`src/rtl/jabwd_pkg.sv`:
```
// Package: shared types for the receive jabber watchdog.
// Assumes: nothing beyond a two-state watchdog controller.
package jabwd_pkg;

    // Watchdog controller state.
    typedef enum logic {
        WD_ARMED   = 1'b0,
        WD_TRIPPED = 1'b1
    } wd_state_e;

endpackage

```
`src/rtl/jabwd_len_counter.sv`:
```
// Module: jabwd_len_counter
// Measures the length of the current carrier burst in bit times and flags the
// strobe on which the burst reaches TRIP_BITS.
// Assumes: bit_tick_i is a one-cycle strobe synchronous to clk; a strobe that
// falls on the rising cycle of carrier is not counted.
module jabwd_len_counter #(
    parameter int TRIP_BITS = 18432
) (
    input  logic clk,
    input  logic rst_n,
    input  logic carrier_i,
    input  logic bit_tick_i,
    output logic hit_o
);
    localparam int CW = $clog2(TRIP_BITS + 1);
    localparam logic [CW-1:0] LIMIT     = CW'(TRIP_BITS);
    localparam logic [CW-1:0] LIMIT_M1  = CW'(TRIP_BITS - 1);

    logic          carrier_q;
    logic [CW-1:0] cnt_q;
    logic          rise;

    assign rise  = carrier_i && !carrier_q;
    assign hit_o = carrier_i && bit_tick_i && !rise && (cnt_q == LIMIT_M1);

    // Remember last carrier value for edge detection.
    always_ff @(posedge clk) begin
        if (!rst_n) carrier_q <= 1'b0;
        else        carrier_q <= carrier_i;
    end

    // Burst length counter: clear on carrier rise, count strobes, saturate.
    always_ff @(posedge clk) begin
        if (!rst_n)
            cnt_q <= '0;
        else if (rise)
            cnt_q <= '0;
        else if (carrier_i && bit_tick_i && cnt_q != LIMIT)
            cnt_q <= cnt_q + 1'b1;
    end

    AST_CLEAR_ON_RISE: assert property (@(posedge clk) disable iff (!rst_n)
        (carrier_i && !carrier_q) |=> (cnt_q == '0));
    AST_HOLD_WITHOUT_TICK: assert property (@(posedge clk) disable iff (!rst_n)
        (!bit_tick_i && !(carrier_i && !carrier_q)) |=> $stable(cnt_q));

endmodule

```
`src/rtl/jabwd_release_timer.sv`:
```
// Module: jabwd_release_timer
// While a timeout is held, counts consecutive low-carrier strobes and signals
// when the selected release interval has elapsed.
// Assumes: active_i is high exactly while a timeout is held; any carrier-high
// cycle restarts the interval.
module jabwd_release_timer #(
    parameter int SHORT_REL = 20,
    parameter int LONG_REL  = 44
) (
    input  logic clk,
    input  logic rst_n,
    input  logic active_i,
    input  logic carrier_i,
    input  logic bit_tick_i,
    input  logic long_sel_i,
    output logic done_o
);
    localparam int MAXREL = (LONG_REL > SHORT_REL) ? LONG_REL : SHORT_REL;
    localparam int RW     = $clog2(MAXREL + 1);

    logic [RW-1:0] cnt_q;
    logic [RW-1:0] target_m1;

    assign target_m1 = long_sel_i ? RW'(LONG_REL - 1) : RW'(SHORT_REL - 1);
    assign done_o    = active_i && !carrier_i && bit_tick_i && (cnt_q >= target_m1);

    // Quiet-time counter: idle when not held, restart on carrier, count strobes.
    always_ff @(posedge clk) begin
        if (!rst_n)
            cnt_q <= '0;
        else if (!active_i || carrier_i)
            cnt_q <= '0;
        else if (bit_tick_i && !done_o)
            cnt_q <= cnt_q + 1'b1;
    end

    AST_RESTART_ON_CARRIER: assert property (@(posedge clk) disable iff (!rst_n)
        (active_i && carrier_i) |=> (cnt_q == '0));
    AST_DONE_IS_QUIET: assert property (@(posedge clk) disable iff (!rst_n)
        done_o |-> (!carrier_i && $past(active_i) == active_i));

endmodule

```
`src/rtl/jabwd_top.sv`:
```
// Module: jabwd_top
// Receive jabber watchdog: trips on an over-long carrier burst, holds the
// timeout status until the carrier has been quiet for the selected release
// interval, and pulses an interrupt request once per timeout.
// Assumes: one bit_tick_i strobe per bit time; control inputs are static or
// synchronous to clk.
module jabwd_top #(
    parameter int TRIP_BITS = 18432,
    parameter int SHORT_REL = 20,
    parameter int LONG_REL  = 44
) (
    input  logic clk,
    input  logic rst_n,
    input  logic carrier_i,
    input  logic bit_tick_i,
    input  logic long_release_i,
    input  logic wd_disable_i,
    output logic timeout_o,
    output logic timeout_irq_o
);
    import jabwd_pkg::*;

    wd_state_e state_q;
    logic      hit;
    logic      rel_done;
    logic      irq_q;

    jabwd_len_counter #(.TRIP_BITS(TRIP_BITS)) u_len (
        .clk       (clk),
        .rst_n     (rst_n),
        .carrier_i (carrier_i),
        .bit_tick_i(bit_tick_i),
        .hit_o     (hit)
    );

    jabwd_release_timer #(.SHORT_REL(SHORT_REL), .LONG_REL(LONG_REL)) u_rel (
        .clk       (clk),
        .rst_n     (rst_n),
        .active_i  (state_q == WD_TRIPPED),
        .carrier_i (carrier_i),
        .bit_tick_i(bit_tick_i),
        .long_sel_i(long_release_i),
        .done_o    (rel_done)
    );

    // Controller: arm, trip on length hit, release after quiet interval.
    always_ff @(posedge clk) begin
        if (!rst_n || wd_disable_i)
            state_q <= WD_ARMED;
        else if (state_q == WD_ARMED && hit)
            state_q <= WD_TRIPPED;
        else if (state_q == WD_TRIPPED && rel_done)
            state_q <= WD_ARMED;
    end

    // Interrupt request: one cycle on the arming-to-tripped transition.
    always_ff @(posedge clk) begin
        if (!rst_n) irq_q <= 1'b0;
        else        irq_q <= (state_q == WD_ARMED) && hit && !wd_disable_i;
    end

    assign timeout_o     = (state_q == WD_TRIPPED);
    assign timeout_irq_o = irq_q;

    AST_IRQ_SINGLE: assert property (@(posedge clk) disable iff (!rst_n)
        timeout_irq_o |=> !timeout_irq_o);
    AST_IRQ_ON_RISE: assert property (@(posedge clk) disable iff (!rst_n)
        timeout_irq_o |-> (timeout_o && !$past(timeout_o)));
    AST_DISABLE_SILENT: assert property (@(posedge clk) disable iff (!rst_n)
        wd_disable_i |=> (!timeout_o && !timeout_irq_o));
    AST_TRIP_NEEDS_CARRIER: assert property (@(posedge clk) disable iff (!rst_n)
        $rose(timeout_o) |-> $past(carrier_i));
    AST_RELEASE_NEEDS_QUIET: assert property (@(posedge clk) disable iff (!rst_n)
        ($fell(timeout_o) && !$past(wd_disable_i)) |-> !$past(carrier_i));

endmodule

```
`config.mk`:
```
export PLATFORM = sky130hd
export DESIGN_NAME = jabwd_top
export DESIGN_NICKNAME = d
export VERILOG_FILES = /design/src/rtl/jabwd_pkg.sv /design/src/rtl/jabwd_len_counter.sv /design/src/rtl/jabwd_release_timer.sv /design/src/rtl/jabwd_top.sv
export SDC_FILE = /design/constraint.sdc
export NUM_CORES = 1
export LEC_CHECK = 0
export ABC_AREA = 1
export BUFFER_PORTS_ARGS = -buffer_cell sky130_fd_sc_hd__buf_4
export CORE_ASPECT_RATIO = 2
export CORE_MARGIN = 2
export CORE_UTILIZATION = 55
export CTS_CLUSTER_DIAMETER = 200
export CTS_CLUSTER_SIZE = 14
export DETAILED_ROUTE_END_ITERATION = 16
export PLACE_DENSITY = 0.82
export SLEW_MARGIN = 20
export SYNTH_ARGS = -nofsm -noshare
export SYNTH_HDL_FRONTEND = slang
export SYNTH_SLANG_ARGS = --single-unit
export TNS_END_PERCENT = 30
```
`constraint.sdc`:
```
create_clock -name clk -period 2.6 [get_ports clk]
set_input_delay 0.26 -clock clk [delete_from_list [all_inputs] [get_ports clk]]
set_output_delay 0.26 -clock clk [all_outputs]
set_load 0.05 [all_outputs]
```
==> results.py, run 1 <==
metrics = {
    "cts": {
        "cts_made_buffers": 3,
        "cts_hold_buf": 0,
        "clkSinkCount": 24,
        "cts_tree": "built",
        "clk_latency_ns": 0.27,
        "cts.path.max_buffers": 2,
        "post_cts_resized": 0,
        "cts_root_buffer": "clkbuf_8",
        "path_clk_slew_ns": 0.08,
        "post_cts_buffers": 0,
        "h-tree-depth": 1,
    },
    "timing": {
        "finalWorstSetupSlack_ns": 0.9803,
        "period_share": 0.6230,
        "relSlewSlack": 0.4877,
        "skew_ns": 0.003851,
        "fmax_mhz": 617.4,
        "fin_crit_ns": 1.620,
        "finalSetupTns_ns": 0,
        "setup_violations": 0,
        "rsz0062_at_grt": "no",
        "worstMarginPinSlew_ns": 0.7633,
        "finalMaxSlewViolations": 0,
        "hold_viol_final": 0,
    },
    "global_routing": {
        "grt_overflow": 0,
        "grt_antenna_before_repair": 0,
        "grt_pass1_vias": 1418,
        "grt_pass1_wl_mm": 5.630,
        "grt_max_degree": 16,
        "grt_usage": 0.2496,
    },
    "detailed_routing": {
        "via_per_inst": 5.447,
        "drtIter0Drc": 29,
        "drt-total-wl_mm": 3.338,
        "dr.pass1.iters": 4,
        "drc": 0,
        "vias": 1427,
        "postRouteAntennaNets": 0,
        "wire_per_inst_um": 12.74,
    },
    "yosys": {
        "ys_ff_latch": 24,
        "synth_top_area_share": 0.3140,
        "syn_area_per_cell_sq_um": 6.771,
        "yosys.area.top_type": "dfxtp_1",
        "synth_warnings": 0,
        "syn_area_sq_um": 1530,
        "yosysSeqAreaShare": 0.3140,
        "synth_area_leaders": "dfxtp_1 31%, nand2_1 16%, nand3_1 8.5%, inv_1 5.9%, nor2_1 5.4%",
        "synthCells": 226,
        "synth_cell_type_count": 21,
        "synth_nets": 238,
    },
    "critical_path": {
        "path_class": "flop to flop",
        "crit_required_ns": 2.76,
        "end_kind": "flop",
        "crit_fanout": 8,
        "cp.arrival_ns": 1.77,
        "start_kind": "flop",
    },
    "place": {
        "place_hpwl_mm": 2.620,
        "place_inst": 258,
        "gp_congestion": 0.9171,
        "portBuffers": 7,
        "place_ws_ns": 0.9771,
    },
    "pwr": {
        "p_leak_nw": 0.6281,
        "peakVddDrop_uv": 387.6,
        "cellPowerDensity_nw_per_um2": 449.3,
        "total_power_uw": 737.1,
    },
    "floorplan": {
        "core_sq_um": 2703,
        "die_y_um": 78.60,
        "start_util": 0.5662,
        "top_level_ports": 8,
        "dieArea_sq_um": 3246,
        "die_w_um": 41.30,
        "num_rows": 27,
    },
    "layout": {
        "final_cell_mix": "65 x nand2_1, 26 x nand3_1, 24 x inv_1, 24 x dfxtp_1, 22 x nor2_1",
        "fill_cells": 275,
        "antenna_cells": 0,
        "synthToLayoutAreaGrowth_pct": 7.195,
        "drive_above_1_share": 0.1288,
        "final_cells": 262,
        "final_nets": 246,
        "layout_commonest_cell": "nand2_1",
    },
    "run_status": {
        "status": "completed",
    },
    "job": {
        "drv_cap": 0,
    },
    "min_path": {
        "hold_path_class": "input pin to flop",
    },
}
final cells by class:
type / instances / area [sq um] / share of cell area
Tap cell: 29 / 36.28 / 0.02212
Sequential cell: 24 / 480.5 / 0.2929
Clock buffer: 3 / 41.29 / 0.02517
Timing Repair Buffer: 8 / 60.06 / 0.03661
Clock inverter: 1 / 30.03 / 0.01831
Multi-Input combinational cell: 172 / 898.4 / 0.5477
Inverter: 25 / 93.84 / 0.05721
metal layers:
layer	part of all wire	track usage	vias up
li1	-	-	738
met1	0.37	0.1968	655
met5	0	0	-
met2	0.57	0.4281	24
met4	0.036	0.2000	0
met3	0.021	0.08475	10
worst max-delay path, cell delays in order, from the launching register on:
cell and delay [ns]:
dfxtp_1 0.45, ha_1 0.29, nand2_1 0.07, nand2_1 0.05
nand2_1 0.05, nand3_1 0.07, nand2_1 0.20, nand2_1 0.19
nand2_1 0.10, a21oi_1 0.06
power by group:
group	switching (mW)	leakage, nW	internal [mW]	total, mW
clock	0.119	0.0357	0.206	0.325
combinational	0.0271	0.399	0.0131	0.0403
sequential	0.00206	0.194	0.369	0.371
cell usage after synthesis:
| library cell | count |
|---|---|
| a21oi_1 | 12 |
| a21oi_2 | 7 |
| and3_1 | 1 |
| buf_12 | 1 |
| buf_4 | 2 |
| buf_6 | 2 |
| dfxtp_1 | 24 |
| ha_1 | 6 |
| inv_1 | 24 |
| inv_2 | 1 |
| nand2_1 | 65 |
| nand2_4 | 2 |
| nand3_1 | 26 |
| nand3_2 | 1 |
| nand4_1 | 8 |
| nor2_1 | 22 |
| nor2_2 | 7 |
| nor3_1 | 1 |
| o21ai_0 | 4 |
| xnor2_1 | 3 |
| xor2_1 | 7 |
kinds of logic after synthesis:
logic type	share of synthesized area
AND/OR/NAND/NOR	0.3884
buffers and inverters	0.09893
flip-flops	0.3140
AO/OA/AOI/OAI	0.09240
XOR/XNOR	0.05724
adder cells (fa/ha/maj)	0.04906
flip-flops by register name (all words and copies together) (netlist names):
signal           flops
u_len.carrier_q      1
u_len.cnt_q         15
timeout_irq_o        1
timeout_o            1
u_rel.cnt_q          6
metrics by stage:
stage | util | hold WS, ns | area, sq um
CTS | 0.6069 | 0.1917 | 1640
global placement | 0.5806 | 0.4633 | 1569
finish | 0.6069 | 0.1875 | 1640
detailed placement | 0.5806 | 0.4687 | 1569
global route | 0.6069 | 0.2089 | 1640
floorplan | - | 0.3535 | 1530
final timing paths:
path                                                  start                     endpoint  slack, ns  cells after the start
worst min register to register  u_rel.cnt_q[1]$_SDFFE_PP0P_  u_rel.cnt_q[1]$_SDFFE_PP0P_       0.50                      2
worst max register to register  u_rel.cnt_q[3]$_SDFFE_PP0P_  u_rel.cnt_q[5]$_SDFFE_PP0P_       0.98                      9
worst min-delay path                                  rst_n   u_len.carrier_q$_SDFF_PN0_       0.19                      3
worst max-delay path            u_rel.cnt_q[3]$_SDFFE_PP0P_  u_rel.cnt_q[5]$_SDFFE_PP0P_       0.98                      9
Note: power is estimated with default switching activity, not from simulation.
==> inputs of run 2 (changes only) <==
--- a/config.mk
+++ b/config.mk
@@ -5,9 +5,8 @@
 export SDC_FILE = /design/constraint.sdc
 export NUM_CORES = 1
 export LEC_CHECK = 0
-export ABC_AREA = 1
+export ABC_AREA = 0
 export BUFFER_PORTS_ARGS = -buffer_cell sky130_fd_sc_hd__buf_4
-export CORE_ASPECT_RATIO = 2
 export CORE_MARGIN = 2
 export CORE_UTILIZATION = 55
 export CTS_CLUSTER_DIAMETER = 200
==> constraint.sdc (replaced) <==
create_clock -name clk -period 1.65 [get_ports clk]
set_input_delay 0.165 -clock clk [delete_from_list [all_inputs] [get_ports clk]]
set_output_delay 0.165 -clock clk [all_outputs]
set_load 0.05 [all_outputs]
==> run 2 against run 1 <==
  * The flow now finishes with violations (setup timing)
  * Total power grew 32%
  * Worst hold slack lost 0.078 ns
  * Core utilization grew 19 points
  * Clock skew shrank 0.0013 ns
  * Worst setup slack lost 1.1 ns
  * Combinational power grew 60%
  * Clock-buffer cell count grew 1
  * Synthesized cell count shrank 30%
  * Via count shrank 2.2%
  * Global-route usage grew 1.4 points
  * Critical path type unchanged
  * Largest cell class unchanged
  * Largest power group unchanged
==> results.py, run 2 <==
metrics = {
    "pwr": {
        "intPower_uw": 739.5,
        "cellPowerDensity_nw_per_um2": 541.8,
        "switchingPower_uw": 230.6,
        "p_clk_frac": 0.335,
        "power.share.sequential": 0.599,
        "pwr-share-comb": 0.066,
        "peakVddDrop_uv": 505.0,
        "total_power_uw": 970.1,
        "p_sw_frac": 0.2377,
        "p_leak_nw": 0.7358,
    },
    "critical_path": {
        "cp.arrival_ns": 2.03,
        "crit_required_ns": 1.91,
        "crit_family": "simple AND/OR/NAND/NOR gates",
        "end_kind": "flop",
        "worstPathBufferInverterCount": 1,
        "slowest_stage": "or4_1",
        "path_class": "flop to flop",
        "cp_slowest_stage_delay_ns": 0.56,
        "crit_fanout": 9,
        "start_kind": "flop",
        "path_cells": "inv_2 -> ha_4 -> and3b_1 -> and4_4 -> or4_1 -> a21oi_2",
    },
    "timing": {
        "rsz0062_at_grt": "yes",
        "finalMaxSlewViolations": 0,
        "period_share": 1.070,
        "fmax_mhz": 566.6,
        "relSlewSlack": 0.7668,
        "setup_violations": 6,
        "skew_ns": 0.002538,
        "finalWorstSetupSlack_ns": -0.1149,
        "fin_crit_ns": 1.765,
        "finalSetupTns_ns": -0.2468,
        "hold_viol_final": 0,
        "worstMarginPinSlew_ns": 0.3469,
    },
    "layout": {
        "design_area_sq_um": 1790,
        "synthToLayoutAreaGrowth_pct": 34.37,
        "post-route-util": 0.7941,
        "drive_above_1_share": 0.4256,
        "fill_cells": 154,
        "layout_commonest_cell": "buf_4",
        "antenna_cells": 0,
        "largest_reg_flops": 15,
        "top_regs": "u_len.cnt_q: 15 flops, u_rel.cnt_q: 6 flops",
        "regMostFlops": "u_len.cnt_q",
        "final_nets": 208,
        "final_cell_mix": "35 x buf_4, 14 x nand2_1, 13 x dfxtp_2, 9 x dfxtp_1",
    },
    "yosys": {
        "synth_top_area_share": 0.3606,
        "syn_area_sq_um": 1333,
        "synth_cell_type_count": 32,
        "yosysSeqAreaShare": 0.3606,
        "synth-edff-count": 0,
        "synthArstFlopShare": 0,
        "synthTopCellsByCount": "24 x dfxtp_1, 14 x nand2_1, 13 x a21oi_1",
        "yosys.area.top_type": "dfxtp_1",
        "synth_area_leaders": "dfxtp_1 36%, ha_1 5.6%, or4_1 5.6%, a21oi_1 4.9%, nand2_1 3.9%",
        "synth_ff_type": "dfxtp_1",
        "synth_nets": 171,
        "ys_ff_latch": 24,
        "synthCells": 159,
        "syn_area_per_cell_sq_um": 8.381,
        "synth_warnings": 0,
        "yosysMostFrequentCell": "dfxtp_1",
    },
    "job": {
        "drv_cap": 0,
    },
    "floorplan": {
        "start_util": 0.5910,
        "die_y_um": 53.22,
        "die_w_um": 53.22,
        "core_sq_um": 2255,
        "num_rows": 17,
        "dieArea_sq_um": 2832,
        "top_level_ports": 8,
    },
    "global_routing": {
        "grt_antenna_before_repair": 0,
        "grt_pass1_wl_mm": 5.402,
        "grt_max_degree": 14,
        "grt_overflow": 0,
        "grt_pass1_vias": 1327,
        "grt_usage": 0.2641,
    },
    "run_status": {
        "violations": "setup timing",
        "status": "finished with violations",
    },
    "detailed_routing": {
        "drtIter0Drc": 32,
        "wire_per_inst_um": 16.25,
        "dr.pass1.iters": 4,
        "drt-total-wl_mm": 3.624,
        "via_per_inst": 6.256,
        "postRouteAntennaNets": 0,
        "drc": 0,
        "vias": 1395,
    },
    "cts": {
        "cts_made_buffers": 3,
        "clkSinkCount": 24,
        "cts_hold_buf": 0,
        "cts_tree": "built",
        "clk_latency_ns": 0.33,
        "cts.path.max_buffers": 2,
        "path_clk_slew_ns": 0.14,
        "h-tree-depth": 1,
        "cts_root_buffer": "clkbuf_4",
    },
    "place": {
        "placed_area_sq_um": 1624,
        "portBuffers": 7,
        "gp_congestion": 0.8948,
        "place_hpwl_mm": 2.443,
    },
    "min_path": {
        "hold_path_class": "input pin to flop",
    },
}
## run 2: kinds of logic after synthesis
family / share of synthesized area
adders and majority gates: 0.05634
and+or+nand+nor: 0.3333
DFF: 0.3606
muxes: 0.05540
buffers and inverters: 0.03662
AOI/OAI and AO/OA: 0.1577
## run 2: layer usage
metal  track usage  part of all wire  routed length [um]  vias up
met5             0                 0                   0        -
met2        0.4774              0.50                1830       28
li1              -                 -                   -      673
met4        0.1581             0.023                  83        0
met3       0.05367             0.029                 104        9
met1        0.2759              0.44                1605      685
## run 2: timing repair
item                                    4_1_cts  5_1_grt
endpoints found under the hold margin         0        0
cloned                                        0        0
pin swaps                                     5        2
endpoints found under the setup margin       12       19
setup buffers                                 1        0
resized for setup                            17       22
## run 2: cell type report
cell class,instances,area (sq um),share of cell area
multi-input combinational,122,914.6,0.5108
tap,28,35.03,0.01957
timing repair buffer,35,262.8,0.1468
clock buffer,4,36.28,0.02027
sequential,24,504.2,0.2816
inverter,10,37.54,0.02096
## run 2: final timing paths
kind / slack [ns] / startpoint / end / cells after the start
setup reg to reg: -0.11 / u_len.cnt_q[0]$_SDFFE_PP0P_ / u_len.cnt_q[6]$_SDFFE_PP0P_ / 6
hold reg to reg: 0.50 / u_rel.cnt_q[5]$_SDFFE_PP0P_ / u_rel.cnt_q[5]$_SDFFE_PP0P_ / 2
hold / removal: 0.11 / rst_n / u_len.carrier_q$_SDFF_PN0_ / 3
setup / recovery: -0.11 / u_len.cnt_q[0]$_SDFFE_PP0P_ / u_len.cnt_q[6]$_SDFFE_PP0P_ / 6
## run 2: power by group through the flow
stage               Sequential [mW]  Combinational, mW  Clock (mW)
floorplan                     0.597             0.0291           0
finish                        0.581             0.0644       0.325
global route                  0.581             0.0706       0.350
CTS                           0.583             0.0575       0.328
global placement              0.597             0.0522           0
detailed placement            0.597             0.0553           0
## run 2: through the flow
stage | hold WS (ns) | worst slack (ns) | std cells
final | 0.1096 | -0.1149 | 223
after global routing | 0.1099 | -0.1474 | 223
after CTS | 0.09388 | -0.05431 | 223
after detailed placement | 0.4456 | -0.1227 | 218
after global placement | 0.4267 | -0.05796 | 218
after floorplan | 0.2899 | -0.02895 | 159
## run 2: worst min-delay path, cell delays in order
cell,delay (ns)
buf_4,0.11
inv_1,0.06
nor2_1,0.07
